==> src/rtl/wake_pkg.sv <==
package wake_pkg;
  localparam int unsigned REG_W   = 8;
  localparam int unsigned SW_BIT  = 0;
  localparam int unsigned RI_BASE = 1;
  localparam int unsigned IRQ_BIT = 7;

  localparam logic [1:0] ADDR_STS  = 2'd0;
  localparam logic [1:0] ADDR_EN   = 2'd1;
  localparam logic [1:0] ADDR_DEV  = 2'd2;
  localparam logic [1:0] ADDR_CORE = 2'd3;

  localparam int unsigned CORE_STS_BIT  = 0;
  localparam int unsigned CORE_LINK_BIT = 1;

  function automatic logic [REG_W-1:0] impl_mask(int unsigned n_ri);
    logic [REG_W-1:0] m;
    m = '0;
    m[SW_BIT]  = 1'b1;
    m[IRQ_BIT] = 1'b1;
    for (int unsigned i = 0; i < n_ri; i++) m[RI_BASE+i] = 1'b1;
    return m;
  endfunction
endpackage

==> src/rtl/wake_sts_cell.sv <==
module wake_sts_cell (
  input  logic clk_i,
  input  logic rst_ni,
  input  logic set_i,
  input  logic clr_i,
  output logic q_o
);
  // set dominates clear
  always_ff @(posedge clk_i or negedge rst_ni) begin
    if (!rst_ni) q_o <= 1'b0;
    else         q_o <= set_i | (q_o & ~clr_i);
  end
endmodule

==> src/rtl/wake_ri_fall.sv <==
module wake_ri_fall #(
  parameter int unsigned N = 2
) (
  input  logic         clk_i,
  input  logic         rst_ni,
  input  logic [N-1:0] ring_i,
  output logic [N-1:0] fall_o
);
  for (genvar g = 0; g < N; g++) begin : g_ri
    logic s1_q, s2_q, prev_q;
    // idle high after reset so no false edge
    always_ff @(posedge clk_i or negedge rst_ni) begin
      if (!rst_ni) begin
        s1_q   <= 1'b1;
        s2_q   <= 1'b1;
        prev_q <= 1'b1;
      end else begin
        s1_q   <= ring_i[g];
        s2_q   <= s1_q;
        prev_q <= s2_q;
      end
    end
    assign fall_o[g] = prev_q & ~s2_q;
  end
endmodule

==> src/rtl/wake_irq_edge.sv <==
module wake_irq_edge #(
  parameter int unsigned N_DEV = 4
) (
  input  logic             clk_i,
  input  logic             rst_ni,
  input  logic [N_DEV-1:0] irq_i,
  input  logic [N_DEV-1:0] en_i,
  output logic             rise_o
);
  logic any_irq, prev_q;

  assign any_irq = |(irq_i & en_i);

  always_ff @(posedge clk_i or negedge rst_ni) begin
    if (!rst_ni) prev_q <= 1'b0;
    else         prev_q <= any_irq;
  end

  assign rise_o = any_irq & ~prev_q;
endmodule

==> src/rtl/wake_evt_agg.sv <==
module wake_evt_agg
  import wake_pkg::*;
#(
  parameter int unsigned N_DEV = 4,
  parameter int unsigned N_RI  = 2
) (
  input  logic             clk_i,
  input  logic             rst_ni,
  input  logic             sw_evt_i,
  input  logic [N_DEV-1:0] dev_irq_i,
  input  logic [N_RI-1:0]  ring_i,
  input  logic             reg_we_i,
  input  logic [1:0]       reg_addr_i,
  input  logic [REG_W-1:0] reg_wdata_i,
  output logic [REG_W-1:0] reg_rdata_o,
  output logic             wake_req_o
);
  localparam logic [REG_W-1:0] IMPL = impl_mask(N_RI);

  logic [N_RI-1:0]  ri_fall;
  logic             irq_rise;
  logic [REG_W-1:0] set_vec, clr_vec, host_sts_q, en_q;
  logic [N_DEV-1:0] dev_en_q;
  logic             core_sts_q, link_q, wake_q;
  logic             wr_sts, wr_en, wr_dev, wr_core, core_clr;

  assign wr_sts  = reg_we_i && (reg_addr_i == ADDR_STS);
  assign wr_en   = reg_we_i && (reg_addr_i == ADDR_EN);
  assign wr_dev  = reg_we_i && (reg_addr_i == ADDR_DEV);
  assign wr_core = reg_we_i && (reg_addr_i == ADDR_CORE);
  assign core_clr = wr_core & reg_wdata_i[CORE_STS_BIT];

  wake_ri_fall #(.N(N_RI)) i_ri (
    .clk_i (clk_i),
    .rst_ni(rst_ni),
    .ring_i(ring_i),
    .fall_o(ri_fall)
  );

  wake_irq_edge #(.N_DEV(N_DEV)) i_irq (
    .clk_i (clk_i),
    .rst_ni(rst_ni),
    .irq_i (dev_irq_i),
    .en_i  (dev_en_q),
    .rise_o(irq_rise)
  );

  always_comb begin
    set_vec = '0;
    set_vec[SW_BIT]  = sw_evt_i;
    set_vec[IRQ_BIT] = irq_rise;
    for (int unsigned i = 0; i < N_RI; i++) set_vec[RI_BASE+i] = ri_fall[i];
    clr_vec = wr_sts ? reg_wdata_i : '0;
    // linked mode: core clear also drops host copy
    if (core_clr && link_q) clr_vec[SW_BIT] = 1'b1;
  end

  for (genvar b = 0; b < REG_W; b++) begin : g_sts
    if (IMPL[b]) begin : g_cell
      wake_sts_cell i_cell (
        .clk_i (clk_i),
        .rst_ni(rst_ni),
        .set_i (set_vec[b]),
        .clr_i (clr_vec[b]),
        .q_o   (host_sts_q[b])
      );
    end else begin : g_zero
      assign host_sts_q[b] = 1'b0;
    end
  end

  wake_sts_cell i_core_cell (
    .clk_i (clk_i),
    .rst_ni(rst_ni),
    .set_i (sw_evt_i),
    .clr_i (core_clr),
    .q_o   (core_sts_q)
  );

  always_ff @(posedge clk_i or negedge rst_ni) begin
    if (!rst_ni) begin
      en_q     <= '0;
      dev_en_q <= '0;
      link_q   <= 1'b0;
      wake_q   <= 1'b0;
    end else begin
      if (wr_en)   en_q     <= reg_wdata_i & IMPL;
      if (wr_dev)  dev_en_q <= reg_wdata_i[N_DEV-1:0];
      if (wr_core) link_q   <= reg_wdata_i[CORE_LINK_BIT];
      wake_q <= |(host_sts_q & en_q);
    end
  end

  assign wake_req_o = wake_q;

  always_comb begin
    reg_rdata_o = '0;
    unique case (reg_addr_i)
      ADDR_STS:  reg_rdata_o = host_sts_q;
      ADDR_EN:   reg_rdata_o = en_q;
      ADDR_DEV:  reg_rdata_o[N_DEV-1:0] = dev_en_q;
      ADDR_CORE: begin
        reg_rdata_o[CORE_STS_BIT]  = core_sts_q;
        reg_rdata_o[CORE_LINK_BIT] = link_q;
      end
      default:   reg_rdata_o = '0;
    endcase
  end
endmodule

==> config.mk <==
export PLATFORM = sky130hd
export DESIGN_NAME = wake_evt_agg
export DESIGN_NICKNAME = d
export VERILOG_FILES = /design/src/rtl/wake_pkg.sv /design/src/rtl/wake_sts_cell.sv /design/src/rtl/wake_ri_fall.sv /design/src/rtl/wake_irq_edge.sv /design/src/rtl/wake_evt_agg.sv
export SDC_FILE = /design/constraint.sdc
export NUM_CORES = 1
export LEC_CHECK = 0
export BUFFER_PORTS_ARGS = -buffer_cell sky130_fd_sc_hd__buf_4
export CORE_MARGIN = 5
export CORE_UTILIZATION = 43
export DETAILED_ROUTE_END_ITERATION = 8
export PLACE_DENSITY = 0.7
export SETUP_SLACK_MARGIN = 0.1
export SLEW_MARGIN = 20
export SYNTH_ARGS = -nofsm -noshare
export SYNTH_HDL_FRONTEND = slang
export SYNTH_SLANG_ARGS = --single-unit
export TNS_END_PERCENT = 10
==> constraint.sdc <==
create_clock -name clk_i -period 2.75 [get_ports clk_i]
set_input_delay 0.55 -clock clk_i [delete_from_list [all_inputs] [get_ports clk_i]]
set_output_delay 0.55 -clock clk_i [all_outputs]
set_load 0.005 [all_outputs]
==> results.md <==
* Max_cap viols at 0
* Crit-path max FO at 11
* Largest area contributor in the synthesized netlist: sky130_fd_sc_hd__dfrtp_1
* Buffer count from post-CTS setup fixing at 0
* Total global-route track usage at 11.9%
* PwrDens at roughly 580 nW/um2
* Syn. warnings at 0
* Share of the synthesized area in the top cell type at 41.8%
* Initial DRC count at 6
* Die height at ~57 um
* Layout cells sized above 1 at 47.3%
* Initial antenna violation count at 0
* Commonest non-fill, non-tap cell in the layout: sky130_fd_sc_hd__buf_4
* Reg-to-reg critical path endpoint: g_sts[7].g_cell.i_cell.q_o
* Number of gates resized after cts at 0
* Cell area after synthesis at 958 um2
* Count of final setup violators at 0
* Hold Vio Cnt, Final at 0
* Ordered cell list for the critical path: buf_4, mux4_2, buf_4
* Total wirelength of the detailed-routed design at ~1700 um
* Worst Hold Margin at approximately 0.11 ns
* Total leakage power at 0.520 nW
* Die extent in x at 57.2 um
* Achievable clock frequency at 0.513 GHz
* First-pass GRT wire length at 3000 um
* Gr ovfl total at 0
* Via density per instance at about 5.1
* Post-CTS Hold Buffers at 0
* Accumulated negative setup slack at 0 ns
* Filler cell count in the final layout at 199
* Cells on worst reg2reg path at 3
* Gpl congestion at 0.716
* Count of nets left with antenna violations after detail routing at 0
* Die footprint at 3270 um2
* Clock Sinks at 22
* Effective utilization at floorplan at roughly 44%
* Number of port buffers at 22
* Number of standard cells after synthesis at 71
* Max-slew violation count at 0
* Post-route DRC at 0
* Flip-flop and latch count after synthesis at 22
* VDD IR-drop max at 0.359 mV
* Sequential share of the synthesized area at ~58%
* Core box area at 2170 um2
* Clock period minus final worst setup slack at about 2.0 ns
* Biggest area contributors in the synthesized netlist: sky130_fd_sc_hd__dfrtp_1, sky130_fd_sc_hd__dfstp_2, sky130_fd_sc_hd__mux2_2
* Result of the run: complete, no violations
* CTS root buffer: sky130_fd_sc_hd__clkbuf_4
* Slowest cell on crit path: sky130_fd_sc_hd__mux4_2
* Largest net degree at the start of global routing at 23
* I/O pin count at 29
* R2r startpoint: dev_en_q[0]
* Clock latency of the later-clocked register in the worst-skew pair at about 0.30 ns
* Crit path launch type: primary input
* Top library cells by usage in the layout, fill and taps aside: sky130_fd_sc_hd__buf_4, sky130_fd_sc_hd__dfrtp_1, sky130_fd_sc_hd__mux2_2
* Number of rows in the core area at 17
* Arrival @ worst endpoint at 1.40 ns
* Average size of a mapped cell at 13.5 um2
* R2R Setup Slk at 1.72 ns
* Clock tree from TritonCTS: built
* Detailed Routing Iterations Pass 1 at 4
* Routed length per instance at 14.3 um
* Slowest cell delay on critical path at about 0.51 ns
* Estimated wirelength of the detail-placed design at 1260 um
* Max Root-Sink Buffers at 2
* H-tree level count at 1
* Share of the cycle needed by the critical path after routing at 70.9%
* # diodes at 0
* Footprint of the multi-input gates at about 360 um2
* Largest clock skew in the final design at approximately 0.0062 ns
* Worst path most repeated cell: sky130_fd_sc_hd__buf_4
* Routed via count at about 620
* Reg clk slew, reported paths at 0.11 ns
* Critical path data required time at around 2.2 ns
* Classification of the worst-slack hold path: in -> async
* Reg area at around 560 um2
* Synth unique cells at 25
* Clock buffer count from CTS at 3
* Crit path kind: in -> out
* Area Growth Syn to Fin at 20.0%
* Setup repair after global routing missed its margin: no
* Via count of the first global-routing pass at 669
* Critical path endpoint category: output port
* Nets at ~120
synthesized netlist by cell type:
cell type,instances
sky130_fd_sc_hd__mux4_2,2
sky130_fd_sc_hd__mux2i_1,2
sky130_fd_sc_hd__buf_6,1
sky130_fd_sc_hd__a21o_1,3
sky130_fd_sc_hd__nor3b_2,1
sky130_fd_sc_hd__buf_4,3
sky130_fd_sc_hd__o21ai_0,1
sky130_fd_sc_hd__and3_1,1
sky130_fd_sc_hd__nand3b_4,1
sky130_fd_sc_hd__inv_1,2
sky130_fd_sc_hd__dfrtp_1,16
sky130_fd_sc_hd__conb_1,1
sky130_fd_sc_hd__nand4_1,1
sky130_fd_sc_hd__o211ai_1,1
sky130_fd_sc_hd__a21oi_1,1
sky130_fd_sc_hd__a22o_1,2
sky130_fd_sc_hd__buf_2,1
sky130_fd_sc_hd__nor2b_1,1
sky130_fd_sc_hd__mux2_2,9
sky130_fd_sc_hd__nand3_1,1
sky130_fd_sc_hd__nor2_1,2
sky130_fd_sc_hd__a22oi_1,4
sky130_fd_sc_hd__and2_1,1
sky130_fd_sc_hd__dfstp_2,6
sky130_fd_sc_hd__nand2_1,7
logic make-up (layout without fill, tap and decap cells):
group | count (synthesis) | after routing | share of synthesized area (%)
buffers and inverters | 7 | 27 | 4.83
and+or+nand+nor | 16 | 16 | 10.1
AOI/OAI and AO/OA | 12 | 12 | 9.14
muxes | 13 | 13 | 17.4
DFF | 22 | 22 | 58.2
other | 1 | 3 | 0.391
critical path: cells and delay by family:
family | cells | cell delay [ns]
buffers and inverters | 2 | 0.34
multiplexers | 1 | 0.51
power breakdown:
group	internal (mW)	switching (mW)
Clock	0.0512	0.0913
Combinational	0.0788	0.0495
Sequential	0.369	0.0284
sequential cells by signal, summed over array words and instances (netlist names):
signal	count
dev_en_q	4
en_q	4
g_sts.g_cell.i_cell.q_o	4
i_core_cell.q_o	1
i_irq.prev_q	1
i_ri.g_ri.prev_q	2
i_ri.g_ri.s1_q	2
i_ri.g_ri.s2_q	2
link_q	1
wake_req_o	1
through the flow:
step           util (%)  setup slack (ns)  total power [mW]  instance area [um2]  instances
2_1_floorplan         -              1.02             0.472                  966         73
3_3_place_gp       52.0             0.793             0.529                 1130        118
3_5_place_dp       52.0             0.796             0.534                 1130        118
4_1_cts            53.0             0.796             0.672                 1150        121
5_1_grt            53.0             0.772             0.707                 1150        121
6_report           53.0             0.800             0.669                 1150        121
layer usage:
layer	vias to the layer above	part of all wire, %	global-route usage [%]
met5	-	0	0
met4	0	1.2	5.96
met3	4	6.1	3.39
met2	21	46	17.9
met1	303	47	15.7
li1	290	-	-
how the worst max path moves through the flow:
stage / from / cells after the start / end / slack, ns
after floorplan: reg_addr_i[0] / 2 / reg_rdata_o[0] / 1.02
after global placement: reg_addr_i[0] / 3 / reg_rdata_o[1] / 0.79
after detailed placement: reg_addr_i[0] / 3 / reg_rdata_o[1] / 0.80
after CTS: reg_addr_i[0] / 3 / reg_rdata_o[1] / 0.80
after global routing: reg_addr_i[0] / 3 / reg_rdata_o[1] / 0.77
final: reg_addr_i[0] / 3 / reg_rdata_o[1] / 0.80
cell type report:
class	instances	area share, %
clock buffer	3	1.96
inverter	2	0.653
multi-input combinational	44	31.4
sequential	22	48.5
tap	28	3.05
timing repair buffer	22	14.4
Power figures use the tool's default switching activity.
